### config.mk
export PLATFORM = sky130hd
export DESIGN_NAME = adc_seq_ctrl
export DESIGN_NICKNAME = d
export VERILOG_FILES = /design/src/rtl/adc_seq_pkg.sv /design/src/rtl/adc_clk_div.sv /design/src/rtl/adc_seq_regs.sv /design/src/rtl/adc_seq_fsm.sv /design/src/rtl/adc_seq_ctrl.sv
export SDC_FILE = /design/constraint.sdc
export NUM_CORES = 1
export LEC_CHECK = 0
export ABC_AREA = 1
export BUFFER_PORTS_ARGS = -buffer_cell sky130_fd_sc_hd__buf_2
export CAP_MARGIN = 10
export CORE_MARGIN = 4
export CORE_UTILIZATION = 40
export DETAILED_ROUTE_END_ITERATION = 10
export GPL_TIMING_DRIVEN = 0
export PLACE_DENSITY = 0.57
export SETUP_SLACK_MARGIN = 0.1
export SLEW_MARGIN = 20
export SYNTH_ARGS = -nofsm -noshare
export SYNTH_HDL_FRONTEND = slang
export SYNTH_SLANG_ARGS = --single-unit
### constraint.sdc
create_clock -name clk -period 3.3 [get_ports clk]
set_input_delay 0.66 -clock clk [delete_from_list [all_inputs] [get_ports clk]]
set_output_delay 0.66 -clock clk [all_outputs]
set_load 0.03 [all_outputs]
### src/rtl/adc_seq_pkg.sv
package adc_seq_pkg;

    typedef enum logic [2:0] {
        ST_OFF,
        ST_ACTIVATE,
        ST_PICK,
        ST_SETTLE,
        ST_START,
        ST_WAIT,
        ST_STORE
    } seq_state_e;

    localparam int A_CTRL   = 0;
    localparam int A_IEN    = 1;
    localparam int A_DIV    = 2;
    localparam int A_DLY    = 3;
    localparam int A_LIMIT  = 4;
    localparam int A_VSEL0  = 5;
    localparam int A_STATUS = 8;
    localparam int A_BUF0   = 9;

endpackage

### src/rtl/adc_clk_div.sv
module adc_clk_div #(
    parameter int DIV_W = 6
) (
    input  logic             clk,
    input  logic             rst_n,
    input  logic             run,
    input  logic [DIV_W-1:0] div,
    output logic             tick
);
    logic [DIV_W-1:0] cnt_q;

    assign tick = run && (cnt_q == div - DIV_W'(1));

    always_ff @(posedge clk or negedge rst_n) begin
        if (!rst_n)
            cnt_q <= '0;
        else if (!run || tick)
            cnt_q <= '0;
        else
            cnt_q <= cnt_q + DIV_W'(1);
    end

    // counter stays inside the current division period
    p_cnt_in_period_r1: assert property (@(posedge clk) disable iff (!rst_n)
        run |-> (cnt_q < div));

endmodule

### src/rtl/adc_seq_regs.sv
module adc_seq_regs
    import adc_seq_pkg::*;
#(
    parameter int DATA_W  = 8,
    parameter int ADDR_W  = 4,
    parameter int DIV_W   = 6,
    parameter int DLY_W   = 4,
    parameter int SEL_W   = 5,
    parameter int NUM_VCH = 3,
    localparam int NCH    = NUM_VCH + 1,
    localparam int CH_W   = $clog2(NCH)
) (
    input  logic                     clk,
    input  logic                     core_rst_n,
    input  logic                     por_rst_n,
    input  logic                     core_idle,
    input  logic                     bus_wr,
    input  logic [ADDR_W-1:0]        bus_addr,
    input  logic [DATA_W-1:0]        bus_wdata,
    output logic [DATA_W-1:0]        bus_rdata,
    output logic                     en,
    output logic [NUM_VCH-1:0]       ven,
    output logic [DIV_W-1:0]         div,
    output logic [DLY_W-1:0]         tdly,
    output logic [DLY_W-1:0]         vdly,
    output logic [NUM_VCH*SEL_W-1:0] vsel_flat,
    input  logic                     store_vld,
    input  logic [CH_W-1:0]          store_chan,
    input  logic [DATA_W-1:0]        store_data,
    output logic                     irq
);
    localparam int DIV_MIN = 4;

    logic                en_q;
    logic [NUM_VCH-1:0]  ven_q;
    logic [NCH:0]        ien_q;
    logic [DIV_W-1:0]    div_q;
    logic [DLY_W-1:0]    tdly_q, vdly_q;
    logic [DATA_W-1:0]   limit_q;
    logic [SEL_W-1:0]    vsel_q [NUM_VCH];
    logic [NCH-1:0]      done_q;
    logic                ot_q;
    logic [DATA_W-1:0]   buf_q [NCH];

    function automatic logic hit(input int a);
        return bus_wr && (bus_addr == ADDR_W'(a));
    endfunction

    always_ff @(posedge clk or negedge core_rst_n) begin
        if (!core_rst_n) begin
            en_q    <= 1'b0;
            ven_q   <= '0;
            ien_q   <= '0;
            div_q   <= '1;
            tdly_q  <= '1;
            vdly_q  <= '1;
            limit_q <= DATA_W'(127);
            done_q  <= '0;
        end else begin
            if (core_idle)
                en_q <= 1'b0;
            else if (hit(A_CTRL))
                en_q <= bus_wdata[0];
            if (hit(A_CTRL))
                ven_q <= bus_wdata[NUM_VCH:1];
            if (hit(A_IEN))
                ien_q <= bus_wdata[NCH:0];
            if (hit(A_DIV) && !en_q)
                div_q <= (bus_wdata[DIV_W-1:0] < DIV_W'(DIV_MIN)) ? DIV_W'(DIV_MIN)
                                                                 : bus_wdata[DIV_W-1:0];
            if (hit(A_DLY)) begin
                tdly_q <= bus_wdata[DLY_W-1:0];
                vdly_q <= bus_wdata[2*DLY_W-1:DLY_W];
            end
            if (hit(A_LIMIT))
                limit_q <= bus_wdata;
            for (int c = 0; c < NCH; c++) begin
                if (store_vld && store_chan == CH_W'(c))
                    done_q[c] <= 1'b1;
                else if (hit(A_STATUS) && bus_wdata[c])
                    done_q[c] <= 1'b0;
            end
        end
    end

    generate
        for (genvar v = 0; v < NUM_VCH; v++) begin : g_vsel
            always_ff @(posedge clk or negedge core_rst_n) begin
                if (!core_rst_n)
                    vsel_q[v] <= '1;
                else if (hit(A_VSEL0 + v))
                    vsel_q[v] <= bus_wdata[SEL_W-1:0];
            end
            assign vsel_flat[v*SEL_W +: SEL_W] = vsel_q[v];
        end
    endgenerate

    // overtemperature flag lives in the power-up domain
    always_ff @(posedge clk or negedge por_rst_n) begin
        if (!por_rst_n)
            ot_q <= 1'b0;
        else if (store_vld && store_chan == '0 && store_data >= limit_q)
            ot_q <= 1'b1;
        else if (hit(A_STATUS) && bus_wdata[NCH])
            ot_q <= 1'b0;
    end

    // result buffers carry no reset
    always_ff @(posedge clk) begin
        if (store_vld)
            buf_q[store_chan] <= store_data;
    end

    always_comb begin
        bus_rdata = '0;
        if (bus_addr == ADDR_W'(A_CTRL))   bus_rdata = DATA_W'({ven_q, en_q});
        if (bus_addr == ADDR_W'(A_IEN))    bus_rdata = DATA_W'(ien_q);
        if (bus_addr == ADDR_W'(A_DIV))    bus_rdata = DATA_W'(div_q);
        if (bus_addr == ADDR_W'(A_DLY))    bus_rdata = DATA_W'({vdly_q, tdly_q});
        if (bus_addr == ADDR_W'(A_LIMIT))  bus_rdata = limit_q;
        if (bus_addr == ADDR_W'(A_STATUS)) bus_rdata = DATA_W'({ot_q, done_q});
        for (int v = 0; v < NUM_VCH; v++)
            if (bus_addr == ADDR_W'(A_VSEL0 + v)) bus_rdata = DATA_W'(vsel_q[v]);
        for (int c = 0; c < NCH; c++)
            if (bus_addr == ADDR_W'(A_BUF0 + c)) bus_rdata = buf_q[c];
    end

    assign en   = en_q;
    assign ven  = ven_q;
    assign div  = div_q;
    assign tdly = tdly_q;
    assign vdly = vdly_q;
    assign irq  = |({ot_q, done_q} & ien_q);

    // divider never leaves its legal range
    p_div_range_r1: assert property (@(posedge clk) disable iff (!core_rst_n)
        div_q >= DIV_W'(DIV_MIN));
    // divider frozen while enabled
    p_div_locked_r2: assert property (@(posedge clk) disable iff (!core_rst_n)
        $past(en_q) |-> $stable(div_q));
    // overtemperature only follows a temperature result at or above the limit
    p_ot_source_r10: assert property (@(posedge clk) disable iff (!por_rst_n || !core_rst_n)
        $rose(ot_q) |-> $past(store_vld && store_chan == '0 && store_data >= limit_q));

endmodule

### src/rtl/adc_seq_fsm.sv
module adc_seq_fsm
    import adc_seq_pkg::*;
#(
    parameter int DATA_W   = 8,
    parameter int DLY_W    = 4,
    parameter int SEL_W    = 5,
    parameter int NUM_VCH  = 3,
    parameter int ACT_WAIT = 20000,
    localparam int NCH     = NUM_VCH + 1,
    localparam int CH_W    = $clog2(NCH),
    localparam int ACT_W   = $clog2(ACT_WAIT + 1),
    localparam int TCK_W   = DLY_W + 4
) (
    input  logic                     clk,
    input  logic                     rst_n,
    input  logic                     en,
    input  logic [NUM_VCH-1:0]       ven,
    input  logic [DLY_W-1:0]         tdly,
    input  logic [DLY_W-1:0]         vdly,
    input  logic [NUM_VCH*SEL_W-1:0] vsel_flat,
    input  logic                     adc_tick,
    output logic                     div_run,
    output logic                     conv_start,
    output logic [CH_W-1:0]          conv_chan,
    output logic [SEL_W-1:0]         conv_sel,
    input  logic                     conv_done,
    input  logic [DATA_W-1:0]        conv_data,
    output logic                     store_vld,
    output logic [CH_W-1:0]          store_chan,
    output logic [DATA_W-1:0]        store_data
);
    seq_state_e          state_q, state_d;
    logic [ACT_W-1:0]    act_q;
    logic [TCK_W-1:0]    tck_q;
    logic [CH_W-1:0]     slot_q, slot_nx;
    logic [NUM_VCH-1:0]  snap_q;
    logic [DATA_W-1:0]   res_q;
    logic [TCK_W-1:0]    target;

    assign target = (slot_q == '0) ? {tdly, 4'b0000} : {vdly, 4'b0000};

    // next enabled voltage slot above the current one, else a new round
    always_comb begin
        slot_nx = '0;
        for (int k = NUM_VCH; k >= 1; k--)
            if (CH_W'(k) > slot_q && snap_q[k-1])
                slot_nx = CH_W'(k);
    end

    always_ff @(posedge clk or negedge rst_n) begin
        if (!rst_n) state_q <= ST_OFF;
        else        state_q <= state_d;
    end

    always_comb begin
        state_d = state_q;
        unique case (state_q)
            ST_OFF:      state_d = ST_ACTIVATE;
            ST_ACTIVATE: if (act_q == ACT_W'(ACT_WAIT - 1)) state_d = ST_PICK;
            ST_PICK:     state_d = (target == '0) ? ST_START : ST_SETTLE;
            ST_SETTLE:   if (adc_tick && tck_q == target - TCK_W'(1)) state_d = ST_START;
            ST_START:    state_d = ST_WAIT;
            ST_WAIT:     if (conv_done) state_d = ST_STORE;
            ST_STORE:    state_d = ST_PICK;
            default:     state_d = ST_OFF;
        endcase
        if (!en) state_d = ST_OFF;
    end

    always_ff @(posedge clk or negedge rst_n) begin
        if (!rst_n) begin
            act_q  <= '0;
            tck_q  <= '0;
            slot_q <= '0;
            snap_q <= '0;
            res_q  <= '0;
        end else begin
            act_q <= (state_q == ST_ACTIVATE) ? act_q + ACT_W'(1) : '0;
            if (state_q != ST_SETTLE)
                tck_q <= '0;
            else if (adc_tick)
                tck_q <= tck_q + TCK_W'(1);
            if (state_q == ST_OFF)
                slot_q <= '0;
            else if (state_q == ST_STORE)
                slot_q <= slot_nx;
            if (state_q == ST_PICK && slot_q == '0)
                snap_q <= ven;
            if (state_q == ST_WAIT && conv_done)
                res_q <= conv_data;
        end
    end

    always_comb begin
        div_run    = (state_q == ST_SETTLE);
        conv_start = (state_q == ST_START);
        conv_chan  = slot_q;
        conv_sel   = '0;
        for (int k = 1; k <= NUM_VCH; k++)
            if (slot_q == CH_W'(k))
                conv_sel = vsel_flat[(k-1)*SEL_W +: SEL_W];
        store_vld  = (state_q == ST_STORE);
        store_chan = slot_q;
        store_data = res_q;
    end

    // start strobe lasts a single cycle
    p_start_single_r8: assert property (@(posedge clk) disable iff (!rst_n)
        conv_start |=> !conv_start);
    // each round opens with the temperature slot
    p_round_temp_first_r8: assert property (@(posedge clk) disable iff (!rst_n)
        (state_q == ST_PICK && $past(state_q) == ST_ACTIVATE) |-> (slot_q == '0));
    // slots only move upward within a round
    p_slot_rising_r8: assert property (@(posedge clk) disable iff (!rst_n)
        store_vld |=> (slot_q > $past(slot_q)) || (slot_q == '0));
    // no start once disabled
    p_off_no_start_r9: assert property (@(posedge clk) disable iff (!rst_n)
        !en |=> !conv_start);

endmodule

### src/rtl/adc_seq_ctrl.sv
module adc_seq_ctrl #(
    parameter int ACT_WAIT = 20000
) (
    input  logic       clk,
    input  logic       por_rst_n,
    input  logic       core_rst_n,
    input  logic       core_idle,
    input  logic       bus_wr,
    input  logic [3:0] bus_addr,
    input  logic [7:0] bus_wdata,
    output logic [7:0] bus_rdata,
    output logic       irq,
    output logic       conv_start,
    output logic [1:0] conv_chan,
    output logic [4:0] conv_sel,
    input  logic       conv_done,
    input  logic [7:0] conv_data
);
    localparam int DATA_W  = 8;
    localparam int ADDR_W  = 4;
    localparam int DIV_W   = 6;
    localparam int DLY_W   = 4;
    localparam int SEL_W   = 5;
    localparam int NUM_VCH = 3;
    localparam int CH_W    = $clog2(NUM_VCH + 1);

    logic                     rst_core_int;
    logic                     en, tick, div_run, store_vld;
    logic [NUM_VCH-1:0]       ven;
    logic [DIV_W-1:0]         div;
    logic [DLY_W-1:0]         tdly, vdly;
    logic [NUM_VCH*SEL_W-1:0] vsel_flat;
    logic [CH_W-1:0]          store_chan;
    logic [DATA_W-1:0]        store_data;

    assign rst_core_int = core_rst_n & por_rst_n;

    adc_seq_regs #(
        .DATA_W(DATA_W), .ADDR_W(ADDR_W), .DIV_W(DIV_W), .DLY_W(DLY_W),
        .SEL_W(SEL_W), .NUM_VCH(NUM_VCH)
    ) u_regs (
        .clk(clk), .core_rst_n(rst_core_int), .por_rst_n(por_rst_n),
        .core_idle(core_idle), .bus_wr(bus_wr), .bus_addr(bus_addr),
        .bus_wdata(bus_wdata), .bus_rdata(bus_rdata), .en(en), .ven(ven),
        .div(div), .tdly(tdly), .vdly(vdly), .vsel_flat(vsel_flat),
        .store_vld(store_vld), .store_chan(store_chan), .store_data(store_data),
        .irq(irq)
    );

    adc_clk_div #(.DIV_W(DIV_W)) u_div (
        .clk(clk), .rst_n(rst_core_int), .run(div_run), .div(div), .tick(tick)
    );

    adc_seq_fsm #(
        .DATA_W(DATA_W), .DLY_W(DLY_W), .SEL_W(SEL_W), .NUM_VCH(NUM_VCH),
        .ACT_WAIT(ACT_WAIT)
    ) u_fsm (
        .clk(clk), .rst_n(rst_core_int), .en(en), .ven(ven), .tdly(tdly),
        .vdly(vdly), .vsel_flat(vsel_flat), .adc_tick(tick), .div_run(div_run),
        .conv_start(conv_start), .conv_chan(conv_chan), .conv_sel(conv_sel),
        .conv_done(conv_done), .conv_data(conv_data), .store_vld(store_vld),
        .store_chan(store_chan), .store_data(store_data)
    );

endmodule

==> results_dict.tcl <==
set metrics [dict create \
    status "finished, final reports clean" \
    core-area_um2 15800 \
    clk_pin_slew_ns 0.06 \
    vias_per_cell 5.03 \
    cts_resized 0 \
    seq_area_frac_synth_pct 52.8 \
    hpwl_mm 12.1 \
    cts_root_buffer "clkbuf_16" \
    synth_seq_cells 128 \
    p_leak_nw 3.37 \
    netlist_instances 768 \
    cp.required_ns 2.64 \
    whs_ns 0.0373 \
    crit_path_end_kind "output port" \
    hold_buffers 0 \
    crit_top_cell "inv_1" \
    gp_congestion 0.859 \
    cts-buffers-inserted 17 \
    path_class "in2out" \
    skew_ns 0.00704 \
    synth.avg_cell_area_um2 8.40 \
    die_area_um2 18200 \
    start_kind "primary input" \
    grt_max_degree 56 \
    async_flop_share_pct 75.0 \
    drv_slew 0 \
    io_pins 43 \
    antenna_left 0 \
    cp.arrival_ns 2.24 \
    synth_nets 807 \
    nets 868 \
    ir_drop_v 0.000419 \
    pwr_density_cell_nw_per_um2 573 \
    row_count 46 \
    first_iter_violations 286 \
    grt_pass1_vias 5250 \
    final_util_pct 47.6 \
    area_delta_synth_final_pct 16.8 \
    antenna_found_initial 0 \
    synth_edf_count 32 \
    rsz0062_at_grt "no" \
    max_slew_margin_pct 43.4 \
    fin_crit_sh_pct 87.8 \
    fp.dieH_um 135 \
    cp_slowest_stage_delay_ns 0.44 \
    clk_latency_ns 0.42 \
    drcViolationCount 0 \
    start_util_pct 40.8 \
    maxCapViolations 0 \
    worst-path-buf-inv 6 \
    ctsHtreeMaxLevel 4 \
    hold_viol 0 \
    clk_path_buf_depth 2 \
    diodes 0 \
    path_cells "buf_2, inv_1, nor2_1, inv_1, nor2_1, inv_1, nand2_1, inv_1, nand4_1, nand2_1, nand3_1, buf_2" \
    dr.pass1.iters 4 \
    post_drt_wl_per_cell_um 15.2 \
    numPortBuffers 41 \
    synth_cell_types 44 \
    fmax_mhz 345 \
    totalPowerFinal_mw 4.32 \
    cp_max_fo 7 \
    post_cts_buffers 0 \
    synth_flop_cell "dfrtp_1" \
    hold_class "in2async" \
    path_delay_family "simple AND/OR/NAND/NOR gates" \
    grt_pass1_wl_mm 26.4 \
    finalSetupViolations 0 \
    track_usage_pct 18.5 \
    fin_crit_ns 2.90 \
    via_count 5317 \
    drt_wl_total_mm 16.0 \
    drive_gt1_share_pct 17.3 \
    chipWidth_um 135 \
    cts_tree "done" \
    syn_area_um2 6450 \
    fillerInstances 1528 \
    grt-ovfl-total 0 \
    slowest_stage "nor2_1" \
    yosysWarningCount 0 \
    tightest_slew_ns 0.842 \
    clock_sinks 128 \
]
[final timing paths]
kind | from | end | slack [ns] | depth (start not counted)
max | bus_addr[3] | bus_rdata[0] | 0.40 | 12
min | por_rst_n | u_regs.ot_q | 0.04 | 1
max reg2reg | u_regs.div[0] | u_fsm.state_q[0] | 1.07 | 15
min reg2reg | u_fsm.act_q[0] | u_fsm.act_q[0] | 0.46 | 1
max in group asynchronous | por_rst_n | u_regs.vdly[0] | 2.19 | 4
min in group clk | core_idle | u_regs.en | 0.43 | 2
[cell type report]
type	count	area (um2)	area share, %
sequential	128	3410	45.2
multi-input combinational	518	2590	34.3
inverter	117	447	5.93
clock buffer	18	439	5.83
tap	216	270	3.59
timing repair buffer	42	225	2.99
clock inverter	14	140	1.86
buffer	5	21.3	0.282
[stage by stage]
stage	setup slack [ns]	instances	setup TNS, ns	instance area [um2]
after floorplan	0.185	768	0	6450
final	0.401	1058	0	7540
after global routing	0.204	1058	0	7540
after CTS	0.362	1058	0	7540
after detailed placement	0.380	1026	0	6960
after global placement	-1.11	1025	-70.30	6930
[routing by layer]
layer | global-route usage, % | wire, um
met1 | 23.5 | 7320
met2 | 31.6 | 7830
met3 | 3.58 | 558
met4 | 6.33 | 333
met5 | 0 | 0
[cell usage after synthesis, types with 3 or more instances]
master	count	area, um2
nand2_1	213	800
inv_1	109	409
o21ai_0	79	395
dfrtp_1	60	1500
nor2_1	60	225
dfstp_2	36	946
nand3_1	34	170
edfxtp_1	32	961
a21oi_1	25	125
nand4_1	18	113
ha_1	13	163
mux2_2	7	78.8
nand2_2	7	43.8
nor2_2	7	43.8
nor3_1	6	30.0
xor2_1	5	43.8
inv_2	4	15.0
nor4_1	4	25.0
o2111ai_1	4	35.0
clkbuf_1	3	11.3
clkinv_1	3	11.3
nor3b_1	3	22.5
o211ai_1	3	22.5
o21a_1	3	22.5
o21ai_2	3	26.3
o221ai_1	3	26.3
o22ai_1	3	18.8
[state kept, by name, indices dropped and copies added, names as in the netlist, 2 cells and up]
register,flops
u_fsm.tck_q,8
u_fsm.state_q,3
u_regs.done_q,4
u_div.cnt_q,6
u_regs.tdly,4
u_regs.ien_q,5
u_regs.div,6
u_regs.vdly,4
u_regs.ven,3
u_fsm.act_q,15
u_regs.vsel_flat,15
u_regs.buf_q,32
u_regs.limit_q,8
u_fsm.snap_q,3
u_fsm.store_data,8
u_fsm.conv_chan,2
[cell usage in the layout (no fill, tap or decap), drive strengths merged, types with 6 or more instances in the layout]
master / Yosys / layout
nand2: 221 / 221
a21oi: 25 / 25
edfxtp: 32 / 32
clkbuf: 3 / 21
inv: 114 / 116
nor2: 68 / 68
mux2: 7 / 7
nand3: 34 / 34
dfrtp: 60 / 60
nand4: 18 / 18
clkinv: 3 / 9
ha: 13 / 13
nor3: 6 / 6
buf: 2 / 44
dfstp: 36 / 36
o21ai: 84 / 84
[where the power goes]
group,switching [mW],internal [mW],total [mW]
Clock,0.704,1.13,1.83
Sequential,0.110,1.82,1.93
Combinational,0.374,0.187,0.560
Total,1.19,3.13,4.32
[kinds of logic (layout without fill, tap and decap cells)]
kind of cell	Yosys count	in the layout	share of synthesized area [%]
DFF	128	128	52.8
buffers and inverters	122	196	7.18
muxes	7	7	1.22
and+or+nand+nor	360	360	24.0
adders and majority gates	13	13	2.52
xor gates and xnor gates	6	6	0.815
AOI/OAI and AO/OA	132	132	11.4
Power figures use the tool's default switching activity.
